**config.mk**
```make
export PLATFORM = sky130hd
export DESIGN_NAME = prech_pacer
export DESIGN_NICKNAME = d
export VERILOG_FILES = /design/src/rtl/prech_pacer_pkg.sv /design/src/rtl/prech_gap_timer.sv /design/src/rtl/prech_lane_age.sv /design/src/rtl/prech_lane_arb.sv /design/src/rtl/prech_pacer.sv
export SDC_FILE = /design/constraint.sdc
export NUM_CORES = 1
export LEC_CHECK = 0
export BUFFER_PORTS_ARGS = -buffer_cell sky130_fd_sc_hd__buf_2
export CAP_MARGIN = 20
export CORE_AREA = 5 5 57 59
export DETAILED_ROUTE_END_ITERATION = 10
export DIE_AREA = 0 0 62 64
export HOLD_SLACK_MARGIN = 0.15
export MAX_ROUTING_LAYER = met4
export PLACE_DENSITY = 0.79
export SLEW_MARGIN = 20
export SYNTH_ARGS = -nofsm -noshare
export SYNTH_HDL_FRONTEND = slang
export SYNTH_SLANG_ARGS = --single-unit
```
**constraint.sdc**
```tcl
create_clock -name clk -period 2.4 [get_ports clk]
set_clock_uncertainty 0.15 [all_clocks]
set_input_delay 0.12 -clock clk [delete_from_list [all_inputs] [get_ports clk]]
set_output_delay 0.12 -clock clk [all_outputs]
set_load 0.05 [all_outputs]
```
**src/rtl/prech_pacer_pkg.sv**
```systemverilog
package prech_pacer_pkg;

  localparam logic KIND_NORM = 1'b0;
  localparam logic KIND_REFR = 1'b1;

  // Effective cross-set spacing once the zero-cycle mode is considered.
  function automatic int eff_cross(input int t_cross, input int zero_en);
    return (t_cross == 0 && zero_en == 0) ? 1 : t_cross;
  endfunction

  // Value loaded into a down-counter so that the next grant lands
  // exactly `spacing` cycles after the current one.
  function automatic int cnt_load(input int spacing);
    return (spacing > 0) ? spacing - 1 : 0;
  endfunction

  // 1 when lane 1 should win a single-grant contest.
  function automatic logic favour_lane1(input int age0, input int age1,
                                        input logic k0, input logic k1);
    if (age1 != age0) return age1 > age0;
    if (k1 != k0)     return k1 == KIND_REFR;
    return 1'b0;
  endfunction

endpackage

```
**src/rtl/prech_gap_timer.sv**
```systemverilog
module prech_gap_timer
  import prech_pacer_pkg::*;
#(
  parameter int T_SAME    = 4,
  parameter int CROSS_EFF = 0,
  parameter int NSETS     = 2
) (
  input  logic             clk,
  input  logic             rst_n,
  input  logic [NSETS-1:0] set_issue,
  output logic [NSETS-1:0] same_free,
  output logic [NSETS-1:0] cross_free
);
  localparam int CW = $clog2(T_SAME + 1);
  localparam logic [CW-1:0] SAME_LD  = CW'(cnt_load(T_SAME));
  localparam logic [CW-1:0] CROSS_LD = CW'(cnt_load(CROSS_EFF));

  for (genvar s = 0; s < NSETS; s++) begin : g_set
    logic [CW-1:0] same_q, cross_q;
    logic          other_hit;

    assign other_hit     = |(set_issue & ~(NSETS'(1) << s));
    assign same_free[s]  = (same_q == '0);
    assign cross_free[s] = (cross_q == '0);

    always_ff @(posedge clk) begin
      if (!rst_n) begin
        same_q  <= '0;
        cross_q <= '0;
      end else begin
        if (set_issue[s])      same_q <= SAME_LD;
        else if (same_q != '0) same_q <= same_q - 1'b1;
        if (other_hit)          cross_q <= CROSS_LD;
        else if (cross_q != '0) cross_q <= cross_q - 1'b1;
      end
    end
  end
endmodule

```
**src/rtl/prech_lane_age.sv**
```systemverilog
module prech_lane_age #(
  parameter int AGE_W = 4
) (
  input  logic             clk,
  input  logic             rst_n,
  input  logic             waiting,
  input  logic             taken,
  output logic [AGE_W-1:0] age
);
  always_ff @(posedge clk) begin
    if (!rst_n)                  age <= '0;
    else if (!waiting || taken)  age <= '0;
    else if (age != '1)          age <= age + 1'b1;
  end
endmodule

```
**src/rtl/prech_lane_arb.sv**
```systemverilog
module prech_lane_arb
  import prech_pacer_pkg::*;
#(
  parameter int MERGE_OK = 1,
  parameter int AGE_W    = 4
) (
  input  logic [1:0]       elig,
  input  logic [1:0]       lane_set,
  input  logic [1:0]       kind,
  input  logic [AGE_W-1:0] age0,
  input  logic [AGE_W-1:0] age1,
  output logic [1:0]       grant,
  output logic             merged
);
  logic pick1;

  always_comb begin
    pick1  = favour_lane1(int'(age0), int'(age1), kind[0], kind[1]);
    merged = (MERGE_OK != 0) && (&elig) && (lane_set[0] != lane_set[1]);
    if (merged)       grant = 2'b11;
    else if (&elig)   grant = pick1 ? 2'b10 : 2'b01;
    else              grant = elig;
  end
endmodule

```
**src/rtl/prech_pacer.sv**
```systemverilog
module prech_pacer
  import prech_pacer_pkg::*;
#(
  parameter int T_SAME   = 4,
  parameter int T_CROSS  = 0,
  parameter int ZERO_EN  = 1,
  parameter int DUAL_SET = 1,
  parameter int AGE_W    = 4
) (
  input  logic       clk,
  input  logic       rst_n,
  input  logic [1:0] req_valid,
  input  logic [1:0] req_set,
  input  logic [1:0] req_kind,
  output logic [1:0] req_ready,
  output logic       pkt_valid,
  output logic [1:0] pkt_pre,
  output logic [1:0] pkt_kind
);
  localparam int CROSS_EFF = eff_cross(T_CROSS, ZERO_EN);
  localparam int MERGE_OK  = (CROSS_EFF == 0 && DUAL_SET != 0) ? 1 : 0;

  // Named internal events, visible to the bound checker.
  logic [1:0]       lane_set;
  logic [1:0]       lane_elig;
  logic [1:0]       lane_grant;
  logic [1:0]       set_issue;
  logic [1:0]       same_free, cross_free;
  logic             pkt_merge;
  logic [AGE_W-1:0] lane_age [2];

  assign lane_set = (DUAL_SET != 0) ? req_set : 2'b00;

  for (genvar i = 0; i < 2; i++) begin : g_lane
    assign lane_elig[i] = req_valid[i] && same_free[lane_set[i]]
                          && cross_free[lane_set[i]];
    prech_lane_age #(.AGE_W(AGE_W)) u_age (
      .clk     (clk),
      .rst_n   (rst_n),
      .waiting (req_valid[i]),
      .taken   (lane_grant[i]),
      .age     (lane_age[i])
    );
  end

  for (genvar s = 0; s < 2; s++) begin : g_issue
    assign set_issue[s] = (lane_grant[0] && lane_set[0] == 1'(s))
                       || (lane_grant[1] && lane_set[1] == 1'(s));
  end

  prech_gap_timer #(.T_SAME(T_SAME), .CROSS_EFF(CROSS_EFF), .NSETS(2)) u_timer (
    .clk        (clk),
    .rst_n      (rst_n),
    .set_issue  (set_issue),
    .same_free  (same_free),
    .cross_free (cross_free)
  );

  prech_lane_arb #(.MERGE_OK(MERGE_OK), .AGE_W(AGE_W)) u_arb (
    .elig     (lane_elig),
    .lane_set (lane_set),
    .kind     (req_kind),
    .age0     (lane_age[0]),
    .age1     (lane_age[1]),
    .grant    (lane_grant),
    .merged   (pkt_merge)
  );

  assign req_ready = lane_grant;

  always_ff @(posedge clk) begin
    if (!rst_n) begin
      pkt_valid <= 1'b0;
      pkt_pre   <= 2'b00;
      pkt_kind  <= 2'b00;
    end else begin
      pkt_valid <= |lane_grant;
      pkt_pre   <= set_issue;
      for (int s = 0; s < 2; s++) begin
        if (lane_grant[0] && lane_set[0] == 1'(s))      pkt_kind[s] <= req_kind[0];
        else if (lane_grant[1] && lane_set[1] == 1'(s)) pkt_kind[s] <= req_kind[1];
        else                                            pkt_kind[s] <= KIND_NORM;
      end
    end
  end
endmodule

```
==> run_summary.xml <==
<?xml version="1.0" encoding="UTF-8"?>
<metrics>
  <group name="sta">
    <metric name="maxSlewHeadroom" unit="%">69.3</metric>
    <metric name="max_clock_freq" unit="MHz">428</metric>
    <metric name="timing_hold_violations_final" unit="">0</metric>
    <metric name="report.final.slew_viol_count" unit="">0</metric>
    <metric name="fin_crit_sh" unit="%">97.3</metric>
    <metric name="setup_slack" unit="ns">0.0638</metric>
    <metric name="fin_crit" unit="ns">2.34</metric>
    <metric name="max_slew.worst_pin.slew" unit="ns">0.460</metric>
    <metric name="finalHoldWorstSlack" unit="ns">0.355</metric>
    <metric name="timing.final.setup_violations" unit="">0</metric>
  </group>
  <group name="pwr">
    <metric name="clkPwrFrac" unit="%">11.1</metric>
    <metric name="cellPowerDensity" unit="mW/mm2">1030</metric>
    <metric name="finalPower" unit="mW">1.76</metric>
    <metric name="netSwitchingPower" unit="uW">710</metric>
    <metric name="seq_power_share" unit="%">33.6</metric>
    <metric name="power.combinational.fraction" unit="%">55.3</metric>
    <metric name="peakVddDrop" unit="V">0.000875</metric>
    <metric name="power.share.switching" unit="%">40.5</metric>
    <metric name="internal_power" unit="mW">1.05</metric>
    <metric name="p_leak" unit="nW">0.712</metric>
  </group>
  <group name="yosys">
    <metric name="synth_fp_nets" unit="">174</metric>
    <metric name="ys.flop_type" unit="">sky130_fd_sc_hd__dfxtp_1</metric>
    <metric name="share_of_async_settable_or_async_resettable_flops_after_synthesis" unit="%">0</metric>
    <metric name="yosys_warnings" unit="">0</metric>
    <metric name="yosys.cell_types.count" unit="">37</metric>
    <metric name="syn_inst" unit="">152</metric>
    <metric name="synth.cell_area" unit="mm2">0.00142</metric>
    <metric name="yosys_register_bits" unit="">25</metric>
    <metric name="synth-seq-area-share" unit="%">35.3</metric>
    <metric name="syn-mean-instance-area" unit="um2">9.33</metric>
    <metric name="synth-edff-count" unit="">0</metric>
  </group>
  <group name="global_route">
    <metric name="first_global_vias" unit="">1150</metric>
    <metric name="overflow" unit="">0</metric>
    <metric name="largest_net_degree_at_the_start_of_global_routing" unit="">14</metric>
    <metric name="initial_antenna_violation_count" unit="">0</metric>
    <metric name="global_route_wire_length_before_repair" unit="mm">4.88</metric>
    <metric name="globalRouteTotalUtil" unit="%">16.6</metric>
  </group>
  <group name="die">
    <metric name="num_io_pins" unit="">15</metric>
    <metric name="die_width" unit="um">62</metric>
    <metric name="initial_utilization" unit="%">53.3</metric>
    <metric name="floorplan.rows" unit="">19</metric>
    <metric name="placeableCoreArea" unit="mm2">0.00266</metric>
    <metric name="die_area" unit="mm2">0.00397</metric>
    <metric name="die_height" unit="um">64</metric>
  </group>
  <group name="finish">
    <metric name="fin_nets" unit="">202</metric>
    <metric name="post-route-util" unit="%">64.3</metric>
    <metric name="synthToLayoutAreaGrowth" unit="%">20.6</metric>
    <metric name="num_antenna_cells" unit="">0</metric>
    <metric name="layout.cells.non_filler" unit="">210</metric>
    <metric name="fillerInstances" unit="">213</metric>
    <metric name="layout_cells_sized_above_1" unit="%">21.8</metric>
  </group>
  <group name="setup_path">
    <metric name="critPathKind" unit="">flop to output port</metric>
    <metric name="critical_path.startpoint_type" unit="">flop</metric>
    <metric name="critical_path_required" unit="ns">2.13</metric>
    <metric name="timing.critical_path.to_type" unit="">output port</metric>
    <metric name="origin_of_the_critical_flop_to_flop_path" unit="">g_lane[0].u_age.age[0]</metric>
    <metric name="r2r.worst_path.cells" unit="">7</metric>
    <metric name="critical_path_arrival" unit="ns">2.07</metric>
    <metric name="critical_path.max_fanout" unit="">4</metric>
    <metric name="timing.reg2reg.setup_slack" unit="ns">0.18</metric>
    <metric name="crit-reg2reg-capture" unit="">g_lane[1].u_age.age[3]</metric>
  </group>
  <group name="run_status">
    <metric name="outcome" unit="">completed</metric>
  </group>
  <group name="placement">
    <metric name="globalplace.congestion" unit="">0.751</metric>
    <metric name="numPlacedInstances" unit="">194</metric>
    <metric name="place_hpwl" unit="mm">2.05</metric>
    <metric name="numPortBuffers" unit="">14</metric>
    <metric name="worst_slack_placed" unit="ns">0.198</metric>
  </group>
  <group name="detailed_routing">
    <metric name="avgViaCountPerCell" unit="">5.57</metric>
    <metric name="drt-wirelength-per-cell" unit="um">13.7</metric>
    <metric name="drt_drc_violations_left" unit="">0</metric>
    <metric name="finalWirelength" unit="mm">2.87</metric>
    <metric name="routed_vias" unit="">1169</metric>
    <metric name="firstDrtPassIters" unit="">5</metric>
    <metric name="drt-initial-drc-count" unit="">33</metric>
    <metric name="drt.antenna.violating_nets" unit="">0</metric>
  </group>
  <group name="worst_hold_path">
    <metric name="hold_end" unit="">u_timer.g_set[0].cross_q[1]</metric>
    <metric name="hold-path-cell-count" unit="">2</metric>
    <metric name="hold_path_class" unit="">flop to flop</metric>
    <metric name="hold_start" unit="">u_timer.g_set[0].cross_q[1]</metric>
  </group>
  <group name="job">
    <metric name="timing.max_cap.violations" unit="">0</metric>
  </group>
  <group name="cts">
    <metric name="clock_sinks" unit="">25</metric>
    <metric name="htreeDepth" unit="">1</metric>
    <metric name="cts_buffer_depth" unit="">2</metric>
    <metric name="cts_tree" unit="">yes</metric>
    <metric name="cts_made_buffers" unit="">3</metric>
    <metric name="cts_root_buffer" unit="">sky130_fd_sc_hd__clkbuf_4</metric>
    <metric name="worstSkewPairLatency" unit="ns">0.32</metric>
    <metric name="clk_transition_reported_paths" unit="ns">0.14</metric>
  </group>
</metrics>
[cell usage in the layout, fill, tap and decap left out, drive strengths merged, types with 3 or more instances in the layout]
cell         synthesis  layout
o21a                 5       5
inv                 16      16
nand2                6       6
nand2b               9       9
nor3                 8       8
a21oi                6       6
a211oi               3       3
xnor2                6       6
dfxtp               25      25
ha                  14      14
mux2i                4       4
clkbuf               1       4
nor2                15      15
buf                  2      18
dlygate4sd3          0       8
nand3                6       6
[worst max path at each step]
stage | start | end | slack [ns] | cells past startpoint
CTS | g_lane[0].u_age.age[0] | req_ready[1] | 0.02 | 6
detailed placement | g_lane[1].u_age.age[0] | g_lane[1].u_age.age[3] | 0.20 | 7
global placement | g_lane[1].u_age.age[0] | g_lane[1].u_age.age[3] | 0.25 | 7
global route | g_lane[0].u_age.age[0] | req_ready[1] | -0.002 | 6
finish | g_lane[0].u_age.age[0] | req_ready[1] | 0.06 | 6
floorplan | g_lane[1].u_age.age[0] | g_lane[1].u_age.age[3] | 0.30 | 7
[stage by stage]
stage / setup TNS, ns / instance area [um2]
3_5_place_dp: 0 / 1510
5_1_grt: -0.00208 / 1710
3_3_place_gp: 0 / 1510
4_1_cts: 0 / 1640
2_1_floorplan: 0 / 1420
6_report: 0 / 1710
[registers in the layout, indices dropped and copies added, names as in the netlist]
signal                 count
g_lane.u_age.age           8
u_timer.g_set.cross_q      6
pkt_valid                  1
u_timer.g_set.same_q       6
pkt_pre                    2
pkt_kind                   2
[worst max-delay path, cell delays in order (launching register included)]
cell and delay [ns]:
sky130_fd_sc_hd__dfxtp_4 0.39, sky130_fd_sc_hd__ha_4 0.23, sky130_fd_sc_hd__nand2b_4 0.14, sky130_fd_sc_hd__a2111oi_4 0.32, sky130_fd_sc_hd__nor3_2 0.11, sky130_fd_sc_hd__o31a_4 0.39, sky130_fd_sc_hd__buf_8 0.16
[cells in the mapped netlist (all sizes together) (3+ instances only)]
library cell / instances / area [um2]
nor3: 8 / 45.0
xnor2: 6 / 52.6
o21a: 5 / 37.5
nand2: 6 / 22.5
nor2: 15 / 56.3
nand3: 6 / 30.0
dfxtp: 25 / 500
a211oi: 3 / 22.5
mux2i: 4 / 40.0
inv: 16 / 60.1
nand2b: 9 / 63.8
ha: 14 / 175
a21oi: 6 / 30.0
[power by group through the flow]
| stage | Sequential [mW] | Combinational [mW] | Clock (mW) |
|---|---|---|---|
| 2_1_floorplan | 0.634 | 0.685 | 0 |
| 3_3_place_gp | 0.589 | 0.823 | 0 |
| 3_5_place_dp | 0.597 | 0.860 | 0 |
| 4_1_cts | 0.586 | 0.897 | 0.199 |
| 5_1_grt | 0.607 | 1.08 | 0.220 |
| 6_report | 0.590 | 0.971 | 0.194 |
[routing by layer]
| metal | up-vias | wire (um) | GRT usage [%] |
|---|---|---|---|
| met5 | - | 0 | - |
| met4 | 0 | 93 | 9.02 |
| met3 | 10 | 115 | 2.62 |
| li1 | 585 | - | - |
| met1 | 541 | 1190 | 17.7 |
| met2 | 33 | 1470 | 28.0 |
[repair_timing]
action / in CTS / in global routing
setup buffers: 2 / 2
hold endpoints to repair: 25 / 0
resized for setup: 4 / 13
pin swaps: 1 / 5
endpoints found under the setup margin: 2 / 2
hold buffers: 8 / 0
[cell families after synthesis]
| family | Yosys count | synth area share, % |
|---|---|---|
| fa+ha+maj | 14 | 12.3 |
| buf+inv | 19 | 5.56 |
| mux | 4 | 2.82 |
| compound gates | 28 | 17.3 |
| simple gates | 55 | 22.4 |
| xor+xnor | 7 | 4.32 |
| flops | 25 | 35.3 |
[final cells by class]
class | count | area [um2] | share of cell area [%]
flip-flops and latches | 25 | 509 | 29.8
repair buffers | 26 | 193 | 11.3
clock buffers | 4 | 26.3 | 1.54
inverters | 16 | 60.1 | 3.51
well taps | 31 | 38.8 | 2.27
multi-input cells | 108 | 885 | 51.7
No activity file was read; power rests on OpenSTA's default activity.
